## src/rtl/clksel_pkg.sv

```systemverilog
package clksel_pkg;

    typedef enum logic [1:0] {
        SRC_INT = 2'd0,
        SRC_EXT = 2'd1,
        SRC_PLL = 2'd2,
        SRC_RSV = 2'd3
    } src_e;

    typedef struct packed {
        src_e act;
        src_e pend;
        src_e stat;
        logic fail;
    } sw_state_t;

endpackage

```

## src/rtl/clksel_osc_mon.sv

```systemverilog
module clksel_osc_mon #(
    parameter int TW = 8
) (
    input  logic          clk,
    input  logic          rst_n,
    input  logic          ext_osc,
    input  logic          mon_en,
    input  logic          ext_rdy,
    input  logic          blocked,
    input  logic [TW-1:0] limit,
    output logic          fail_det
);

    localparam logic [TW-1:0] ONE = TW'(1);
    localparam logic [TW-1:0] SAT = {TW{1'b1}};

    typedef struct packed {
        logic          s1;
        logic          s2;
        logic          last;
        logic [TW-1:0] cnt;
    } mon_t;

    mon_t state_d, state_q;
    logic edge_seen;
    logic armed;

    always_comb begin
        state_d      = state_q;
        state_d.s1   = ext_osc;
        state_d.s2   = state_q.s1;
        state_d.last = state_q.s2;
        edge_seen    = state_q.s2 ^ state_q.last;
        armed        = mon_en & ext_rdy & ~blocked & (limit != '0);
        if (!armed || edge_seen) begin
            state_d.cnt = '0;
        end else if (state_q.cnt != SAT) begin
            state_d.cnt = state_q.cnt + ONE;
        end
        fail_det = armed & ~edge_seen & (state_q.cnt >= (limit - ONE));
    end

    always_ff @(posedge clk or negedge rst_n) begin
        if (!rst_n) begin
            state_q <= '0;
        end else begin
            state_q <= state_d;
        end
    end

    // a failure is only declared with the monitor armed
    a_r5_fail_armed: assert property (@(posedge clk) disable iff (!rst_n)
        fail_det |-> (mon_en && ext_rdy && !blocked));

    // a detected edge always restarts the edge-free count
    a_r5_edge_restart: assert property (@(posedge clk) disable iff (!rst_n)
        (state_q.s2 != state_q.last) |=> (state_q.cnt == '0));

endmodule

```

## src/rtl/clksel_switch.sv

```systemverilog
module clksel_switch
    import clksel_pkg::*;
(
    input  logic       clk,
    input  logic       rst_n,
    input  logic       sel_wr,
    input  logic [1:0] sel_req,
    input  logic       int_rdy,
    input  logic       ext_rdy,
    input  logic       pll_rdy,
    input  logic       fail_det,
    input  logic       fail_clr,
    output src_e       act_src,
    output src_e       stat_src,
    output logic       fail_flag
);

    sw_state_t state_d, state_q;
    src_e      want;
    logic      want_rdy;
    logic      wr_ok;

    always_comb begin
        state_d = state_q;
        want    = state_q.pend;
        wr_ok   = sel_wr && (sel_req != SRC_RSV) &&
                  (!state_q.fail || (sel_req == SRC_INT));
        if (wr_ok) begin
            want = src_e'(sel_req);
        end
        case (want)
            SRC_INT: want_rdy = int_rdy;
            SRC_EXT: want_rdy = ext_rdy;
            SRC_PLL: want_rdy = pll_rdy;
            default: want_rdy = 1'b0;
        endcase
        state_d.pend = want;
        if ((want != state_q.act) && want_rdy) begin
            state_d.act = want;
        end
        state_d.stat = state_q.act;
        if (fail_clr) begin
            state_d.fail = 1'b0;
        end
        if (fail_det) begin
            state_d.fail = 1'b1;
            state_d.act  = SRC_INT;
            state_d.pend = SRC_INT;
        end
    end

    always_ff @(posedge clk or negedge rst_n) begin
        if (!rst_n) begin
            state_q <= '{act: SRC_INT, pend: SRC_INT, stat: SRC_INT, fail: 1'b0};
        end else begin
            state_q <= state_d;
        end
    end

    assign act_src   = state_q.act;
    assign stat_src  = state_q.stat;
    assign fail_flag = state_q.fail;

    // the reserved code never becomes the active source
    a_r1_no_reserved: assert property (@(posedge clk) disable iff (!rst_n)
        state_q.act != SRC_RSV);

    // a move onto the external oscillator needs it ready
    a_r3_ext_ready: assert property (@(posedge clk) disable iff (!rst_n)
        (!$stable(state_q.act) && state_q.act == SRC_EXT) |-> $past(ext_rdy));

    // a move onto the PLL needs it ready
    a_r3_pll_ready: assert property (@(posedge clk) disable iff (!rst_n)
        (!$stable(state_q.act) && state_q.act == SRC_PLL) |-> $past(pll_rdy));

    // with the flag up, only the internal oscillator is active
    a_r6_fail_internal: assert property (@(posedge clk) disable iff (!rst_n)
        state_q.fail |-> (state_q.act == SRC_INT));

    // the flag stays up until cleared
    a_r8_flag_sticky: assert property (@(posedge clk) disable iff (!rst_n)
        (state_q.fail && !fail_clr) |=> state_q.fail);

endmodule

```

## src/rtl/clksel_pll_cfg.sv

```systemverilog
module clksel_pll_cfg #(
    parameter int MW      = 5,
    parameter int MUL_RST = 2
) (
    input  logic          clk,
    input  logic          rst_n,
    input  logic          cfg_wr,
    input  logic          ref_ext,
    input  logic          pre_div2,
    input  logic [MW-1:0] mul,
    input  logic          pll_active,
    output logic          ref_cfg,
    output logic          div2_cfg,
    output logic [MW-1:0] mul_cfg
);

    typedef struct packed {
        logic          ref_ext;
        logic          div2;
        logic [MW-1:0] mul;
    } cfg_t;

    cfg_t state_d, state_q;

    always_comb begin
        state_d = state_q;
        if (cfg_wr && !pll_active) begin
            state_d.ref_ext = ref_ext;
            state_d.div2    = pre_div2;
            state_d.mul     = mul;
        end
    end

    always_ff @(posedge clk or negedge rst_n) begin
        if (!rst_n) begin
            state_q <= '{ref_ext: 1'b0, div2: 1'b0, mul: MW'(MUL_RST)};
        end else begin
            state_q <= state_d;
        end
    end

    assign ref_cfg  = state_q.ref_ext;
    assign div2_cfg = state_q.div2;
    assign mul_cfg  = state_q.mul;

    // setup frozen while the PLL drives the clock
    a_r10_cfg_frozen: assert property (@(posedge clk) disable iff (!rst_n)
        pll_active |=> $stable(state_q));

    // setup only moves after a write strobe
    a_r9_write_only: assert property (@(posedge clk) disable iff (!rst_n)
        !cfg_wr |=> $stable(state_q));

endmodule

```

## src/rtl/clksel_top.sv

```systemverilog
module clksel_top
    import clksel_pkg::*;
#(
    parameter int TW      = 8,
    parameter int MW      = 5,
    parameter int MUL_RST = 2
) (
    input  logic          clk,
    input  logic          rst_n,
    input  logic          sel_wr,
    input  logic [1:0]    sel_req,
    input  logic          pll_wr,
    input  logic          pll_ref_ext,
    input  logic          pll_pre_div2,
    input  logic [MW-1:0] pll_mul,
    input  logic          mon_en,
    input  logic [TW-1:0] mon_limit,
    input  logic          fail_clr,
    input  logic          int_rdy,
    input  logic          ext_rdy,
    input  logic          pll_rdy,
    input  logic          ext_osc,
    output logic [1:0]    clk_sel,
    output logic [1:0]    cur_src,
    output logic          fail_irq,
    output logic          pll_ref_cfg,
    output logic          pll_div2_cfg,
    output logic [MW-1:0] pll_mul_cfg
);

    src_e act_src;
    src_e stat_src;
    logic fail_det;
    logic fail_flag;

    clksel_osc_mon #(.TW(TW)) u_mon (
        .clk      (clk),
        .rst_n    (rst_n),
        .ext_osc  (ext_osc),
        .mon_en   (mon_en),
        .ext_rdy  (ext_rdy),
        .blocked  (fail_flag),
        .limit    (mon_limit),
        .fail_det (fail_det)
    );

    clksel_switch u_sw (
        .clk       (clk),
        .rst_n     (rst_n),
        .sel_wr    (sel_wr),
        .sel_req   (sel_req),
        .int_rdy   (int_rdy),
        .ext_rdy   (ext_rdy),
        .pll_rdy   (pll_rdy),
        .fail_det  (fail_det),
        .fail_clr  (fail_clr),
        .act_src   (act_src),
        .stat_src  (stat_src),
        .fail_flag (fail_flag)
    );

    clksel_pll_cfg #(.MW(MW), .MUL_RST(MUL_RST)) u_cfg (
        .clk        (clk),
        .rst_n      (rst_n),
        .cfg_wr     (pll_wr),
        .ref_ext    (pll_ref_ext),
        .pre_div2   (pll_pre_div2),
        .mul        (pll_mul),
        .pll_active (act_src == SRC_PLL),
        .ref_cfg    (pll_ref_cfg),
        .div2_cfg   (pll_div2_cfg),
        .mul_cfg    (pll_mul_cfg)
    );

    assign clk_sel  = act_src;
    assign cur_src  = stat_src;
    assign fail_irq = fail_flag;

    // a detected failure lands on the internal source at the next edge
    a_r6_forced_int: assert property (@(posedge clk) disable iff (!rst_n)
        fail_det |=> (clk_sel == 2'd0 && fail_irq));

endmodule

```

## config.mk

```make
export PLATFORM = sky130hd
export DESIGN_NAME = clksel_top
export DESIGN_NICKNAME = d
export VERILOG_FILES = /design/src/rtl/clksel_pkg.sv /design/src/rtl/clksel_osc_mon.sv /design/src/rtl/clksel_switch.sv /design/src/rtl/clksel_pll_cfg.sv /design/src/rtl/clksel_top.sv
export SDC_FILE = /design/constraint.sdc
export NUM_CORES = 1
export LEC_CHECK = 0
export ABC_AREA = 1
export BUFFER_PORTS_ARGS = -buffer_cell sky130_fd_sc_hd__buf_2
export CAP_MARGIN = 5
export CORE_ASPECT_RATIO = 0.8
export CORE_MARGIN = 10
export CORE_UTILIZATION = 47
export DETAILED_ROUTE_END_ITERATION = 10
export PLACE_DENSITY = 0.75
export SKIP_CTS_REPAIR_TIMING = 1
export SLEW_MARGIN = 5
export SYNTH_ARGS = -nofsm -noshare
export SYNTH_HDL_FRONTEND = slang
export SYNTH_SLANG_ARGS = --single-unit
```

## constraint.sdc

```tcl
create_clock -name clk -period 1.59 [get_ports clk]
set_clock_uncertainty 0.15 [all_clocks]
set_input_delay 0.0795 -clock clk [delete_from_list [all_inputs] [get_ports clk]]
set_output_delay 0.0795 -clock clk [all_outputs]
set_load 0.02 [all_outputs]
```

==> summary.md, run 1 <==
| Metric | Value |
|---|---|
| GRT Residual Overflow | `0` |
| CP Launch Type | `input pin` |
| Final worst-path cycle share | `1.06` |
| Clock Pin Slew Worst Setup and Hold Paths | `0.09 ns` |
| Crit-path max FO | `3` |
| RSZ-0062 raised after global routing | `true` |
| Max Freq | `0.595 GHz` |
| Critical Path Start | `mon_limit[1]` |
| Critical Path RT | `1.61 ns` |
| Multiplexer share of the synthesized area | `0.0527` |
| Least-Margin Pin Slew | `0.551 ns` |
| Post-Synth XOR/XNOR Area | `0.0527` |
| Finished Cell Area | `2140 um^2` |
| Buffers on Ports | `38` |
| Main combinational cell family by area after synthesis | `simple AND/OR/NAND/NOR gates` |
| CP Class | `input pin to flop` |
| Die area | `5850 um^2` |
| Outcome | `complete, but fails checks` |
| Simple-gate portion of the synthesized area | `0.212` |
| Die Wd | `83.1 um` |
| Reg2Reg Capture Point | `u_sw.act_src[1]` |
| Most frequent cells in the layout | `36 x buf_2, 29 x nand2_1, 26 x buf_4` |
| DRT Wirelength | `3740 um` |
| Antenna violation net count after detailed routing | `0` |
| Num CTS Buffers | `3` |
| First-pass GRT wire length | `5950 um` |
| Crit path time final | `1.68 ns` |
| # rows | `18` |
| Worst-case reg-to-reg path depth | `8` |
| Layout area overhead | `43.4%` |
| Initial Utilization | `0.488` |
| Wire per inst | `13.1 um` |
| Compound-Gate Fraction of Synth Area | `0.0812` |
| Syn. warnings | `0` |
| CTS tree | `done` |
| Syn nets | `209` |
| Yosys top cell area share | `0.402` |
| Synth cell types | `25` |
| Number of global-route vias before repair | `1375` |
| FF-to-FF setup slack | `-0.07 ns` |
| Critical path arrival | `1.70 ns` |
| End point of the critical path | `u_sw.act_src[1]` |
| Die H | `70.4 um` |
| Placed Instance Area | `1910 um^2` |
| CTS root buffer | `clkbuf_8` |
| 1st-pass router iterations | `4` |
| Synth Area per Inst | `8.74 um^2` |
| Layout cell share with drive strength beyond 1 | `0.439` |
| Antenna violations before repair | `0` |
| Total GRT Usage | `0.119` |
| Via Count | `1379` |
| Max_slew headroom | `0.633` |
| Most common cell after layout, fill and taps aside | `buf_2` |
| CP endpoint kind | `flop` |
| Slew Viols, Final | `0` |
| # IOs | `39` |
| Failing checks | `negative setup slack` |
| CTS Buffer Depth | `2` |
| Final #Nets | `285` |
| Pwr Total | `1.90 mW` |
| Dominant cell type by area after synthesis | `dfrtp_1` |
| Power density cells | `887 nW/um^2` |
| Worst-Skew Late Latency | `0.27 ns` |
| Core ar. | `3060 um^2` |
| Worst Setup Slack, final | `-0.0900 ns` |
| Mapped cell area | `1500 um^2` |
| RD Place Congestion | `0.791` |
| VDD IR max | `0.807 mV` |
| Via-per-instance ratio | `4.82` |
| Mapped Cells | `171` |
| Dpl hpwl | `2910 um` |
| Synth Area in Adders | `0.0921` |
| Post-route DRC | `0` |
| Largest net degree at the start of global routing | `26` |
| Register bit total from synthesis | `25` |
| Setup-failing EPs final | `4` |
| Hold WC Path Type | `input pin to flop` |
| CTS sink cnt | `25` |
| Static Leak | `1.11 nW` |
| Sequential element share of the synthesized area | `0.419` |
| H-tree depth | `1` |
| Area contributors post-synth | `dfrtp_1 40%, ha_1 9.2%, nand2_1 8.0%` |
| DR iter-0 viols | `54` |
| Maxcap violations | `0` |
| Worst R2R Start | `u_mon.state_q[7]` |
| ANT cells | `0` |
| Min Hold Slack | `0.117 ns` |
| Final Hold Violating Endpoints | `0` |
synthesized netlist by cell type:
cell,number
nand3_2,1
a21oi_2,2
dfstp_2,1
a31oi_1,2
nand2_1,32
ha_1,11
mux2_2,7
o21ai_2,1
buf_6,1
nand3b_1,2
o21ai_0,7
xor2_1,7
nor2_2,4
nand3_1,7
nand2_2,2
inv_1,25
a21oi_1,6
xnor2_1,2
nand4_1,8
dfrtp_1,24
a21o_1,1
nor3_1,3
o21ai_1,2
buf_4,4
nor2_1,9
worst max-delay path: stages:
cell	delay, ns
buf_8	0.10
inv_1	0.07
ha_2	0.21
nand3_1	0.09
xor2_1	0.14
inv_1	0.05
ha_1	0.28
nand2_2	0.06
nor2_2	0.13
nand4_1	0.14
nand3_2	0.13
nand2_2	0.08
nand4_1	0.07
nand2_1	0.06
layer usage:
metal | vias up | global-route usage | wire length [um] | share of wire
li1 | 709 | - | - | -
met1 | 650 | 0.130 | 1660 | 0.44
met2 | 18 | 0.220 | 1940 | 0.52
met3 | 2 | 0.0394 | 129 | 0.035
met4 | 0 | 0.0170 | 14 | 0.0037
met5 | - | 0 | 0 | 0
registers in the layout (all words and copies together) (netlist names):
register,count
u_cfg.div2_cfg,1
u_mon.state_q,9
u_sw.act_src,2
u_cfg.mul_cfg,5
u_cfg.ref_cfg,1
u_sw.stat_src,2
u_sw.fail_flag,1
u_sw.state_q,2
u_mon.state_d,2
layout make-up:
| class | count | area, um^2 |
|---|---|---|
| Tap cell | 40 | 50.0 |
| Clock buffer | 3 | 41.3 |
| Fill cell | 263 | 918 |
| Sequential cell | 25 | 628 |
| Timing Repair Buffer | 76 | 524 |
| Clock inverter | 1 | 7.51 |
| Multi-Input combinational cell | 116 | 800 |
| Inverter | 25 | 93.8 |
how the worst min path moves through the flow:
stage                     slack [ns]                to  cells after the start        from
final                           0.12   u_sw.state_q[4]                      5  sel_req[1]
after global routing            0.16   u_sw.state_q[4]                      5  sel_req[1]
after CTS                      -0.35  u_sw.stat_src[0]                      1       rst_n
after detailed placement       -0.05  u_sw.stat_src[0]                      1       rst_n
after global placement         -0.06  u_sw.stat_src[1]                      1       rst_n
after floorplan                -0.37    u_cfg.div2_cfg                      0       rst_n
stage by stage:
step | util | std cells | setup TNS (ns) | worst slack [ns]
after floorplan | - | 171 | -0.404 | -0.124
after global placement | 0.622 | 269 | -1.68 | -0.431
after detailed placement | 0.622 | 269 | -2.15 | -0.523
after CTS | 0.638 | 273 | -0.700 | -0.231
after global routing | 0.700 | 286 | -0.988 | -0.237
final | 0.700 | 286 | -0.266 | -0.0900
kinds of logic (layout without fill, tap and decap cells):
kind of cell	count (synthesis)	after routing
flops	25	25
compound gates	21	21
mux	7	7
xor+xnor	9	9
fa+ha+maj	11	11
simple gates	68	68
buf+inv	30	105
power by group:
group	total (mW)	switching, mW	internal [mW]
Sequential	0.828	0.0642	0.763
Clock	0.390	0.212	0.178
Combinational	0.685	0.392	0.293
Total	1.90	0.669	1.23
(Power assumes the default switching activity.)
==> inputs of run 2 (changes only) <==
- BUFFER_PORTS_ARGS: -buffer_cell sky130_fd_sc_hd__buf_2 -> -buffer_cell sky130_fd_sc_hd__buf_4
==> summary.md, run 2 (synthesized netlist as in run 1, its figures left out) <==
| Metric | Value |
|---|---|
| 1st-pass router iterations | `4 (unchanged)` |
| Hold WC Path Type | `input pin to asynchronous set/reset pin` |
| # IOs | `39 (unchanged)` |
| Maxcap violations | `0 (unchanged)` |
| Final Hold Violating Endpoints | `0 (unchanged)` |
| First-pass GRT wire length | `5890 um (-1.2%)` |
| Biggest register | `u_mon.state_q` |
| Layout cell share with drive strength beyond 1 | `0.455 (+0.0155)` |
| RD Place Congestion | `0.809 (+2.3%)` |
| Fill cells | `220 (-16%)` |
| CTS sink cnt | `25 (unchanged)` |
| CP Class | `flop to flop` |
| VDD IR max | `0.801 mV (-0.75%)` |
| Most frequent cells in the layout | `59 x buf_4, 28 x nand2_1, 24 x dfrtp_1` |
| Via-per-instance ratio | `5.01 (+3.8%)` |
| Worst Setup Slack, final | `-0.128 ns (-0.0380 ns)` |
| Dpl hpwl | `2990 um (+2.8%)` |
| CTS Buffer Depth | `2 (unchanged)` |
| Antenna violations before repair | `0 (unchanged)` |
| Layout area overhead | `49.9%` |
| Most common cell after layout, fill and taps aside | `buf_4` |
| Slew Viols, Final | `0 (unchanged)` |
| ANT cells | `0 (unchanged)` |
| Via Count | `1412 (+2.4%)` |
| Failing checks | `negative setup slack` |
| RSZ-0062 raised after global routing | `true` |
| Total GRT Usage | `0.114 (-0.00404)` |
| Worst-Skew Late Latency | `0.26 ns (about the same)` |
| Wire per inst | `14.9 um (+14%)` |
| Max_slew headroom | `0.765 (+0.132)` |
| Placed Instance Area | `1970 um^2 (+3.4%)` |
| Setup-failing EPs final | `8 (+4)` |
| Critical Path RT | `1.65 ns (+0.04 ns)` |
| Die area | `5850 um^2 (unchanged)` |
| Core ar. | `3060 um^2 (unchanged)` |
| Max Freq | `0.582 GHz (-2.2%)` |
| Critical path arrival | `1.78 ns (+0.08 ns)` |
| Final core occ | `0.732 (+0.0315)` |
| Power density cells | `873 nW/um^2 (-1.6%)` |
| Number of global-route vias before repair | `1361 (-1.0%)` |
| Post-route DRC | `0 (unchanged)` |
| # rows | `18 (unchanged)` |
| Pwr Total | `1.96 mW (+2.8%)` |
| Final worst-path cycle share | `1.08 (+0.0239)` |
| Antenna violation net count after detailed routing | `0 (unchanged)` |
| DR iter-0 viols | `65 (+20%)` |
| CP Launch Type | `flop` |
| Least-Margin Pin Slew | `0.351 ns (-0.200 ns)` |
| CTS root buffer | `clkbuf_8` |
| Largest net degree at the start of global routing | `26 (unchanged)` |
| Outcome | `complete, but fails checks` |
| CP endpoint kind | `flop` |
| Finished Cell Area | `2240 um^2 (+4.5%)` |
| DRT Wirelength | `4210 um (+13%)` |
| Initial Utilization | `0.488 (unchanged)` |
| Max FFs per register | `9 (unchanged)` |
| Clock Pin Slew Worst Setup and Hold Paths | `0.08 ns (about the same)` |
| Buffers on Ports | `38 (unchanged)` |
| Num CTS Buffers | `3 (unchanged)` |
| Final #Nets | `281 (-1.4%)` |
| Die Wd | `83.1 um (unchanged)` |
| CTS tree | `done` |
| Crit-path max FO | `3 (unchanged)` |
| Static Leak | `1.12 nW (+1.3%)` |
| Crit path time final | `1.72 ns (+0.0380 ns)` |
| Post-Place Worst Slack | `-0.411 ns (+0.112 ns)` |
| GRT Residual Overflow | `0 (unchanged)` |
| Die H | `70.4 um (unchanged)` |
| H-tree depth | `1 (unchanged)` |
==> run 2: cell types whose count changed in the layout (fill, tap and decap cells not counted), moves of 2 or more <==
cell	previous run	this run
buf_2	36	0
buf_4	26	59
inv_1	22	18
nor2_4	1	5
nor2_2	8	5
inv_2	3	5
inv_4	0	2
==> run 2: power breakdown <==
part / internal [mW] / switching, mW / leakage (nW)
sequential: 0.764 / 0.0794 / 0.314
clock: 0.179 / 0.186 / 0.0228
combinational: 0.359 / 0.389 / 0.783
==> run 2: routing by layer <==
layer  global-route usage  part of all wire  vias to the layer above
met5                    0                 0                        -
met4               0.0226             0.010                        0
met3               0.0336             0.036                        6
met2                0.206              0.53                       33
met1                0.130              0.42                      677
li1                     -                 -                      696
==> run 2: critical path, cell delays in order, from the launching register on <==
cell and delay (ns):
dfrtp_1 0.42, ha_1 0.31, nand2_1 0.09, nand2_1 0.06, nand2_1 0.06, nand2_1 0.06
nand2_1 0.07, nand3_2 0.11, a21oi_2 0.19, nand2_1 0.07, nand2_1 0.06
==> run 2: area by class of cell <==
cell class	instances	area (um^2)	share of cell area
Sequential cell	25	627	0.280
Timing Repair Buffer	72	581	0.259
Inverter	25	98.8	0.0441
Clock buffer	4	45.0	0.0201
Multi-Input combinational cell	116	840	0.375
Tap cell	40	50.0	0.0223
==> run 2: stage by stage <==
stage / setup TNS, ns / hold slack (ns) / cells
2_1_floorplan: -0.404 / -0.366 / 171
3_3_place_gp: -1.33 / -0.160 / 265
3_5_place_dp: -1.78 / -0.152 / 265
4_1_cts: -0.407 / -0.442 / 269
5_1_grt: -1.66 / 0.120 / 282
6_report: -0.558 / 0.0985 / 282
==> run 2: worst paths after layout <==
| check | slack [ns] | from | cells past startpoint | to |
|---|---|---|---|---|
| min in group clk | 0.12 | int_rdy | 6 | u_sw.act_src[1] |
| max in group asynchronous | 0.91 | rst_n | 2 | u_cfg.mul_cfg[1] |
| worst max-delay path | -0.13 | u_mon.state_q[1] | 10 | u_sw.act_src[1] |
| worst max register to register | -0.13 | u_mon.state_q[1] | 10 | u_sw.act_src[1] |
| worst min register to register | 0.21 | u_mon.state_d[9] | 0 | u_mon.state_d[8] |
| worst min-delay path | 0.1 | rst_n | 2 | u_mon.state_q[8] |
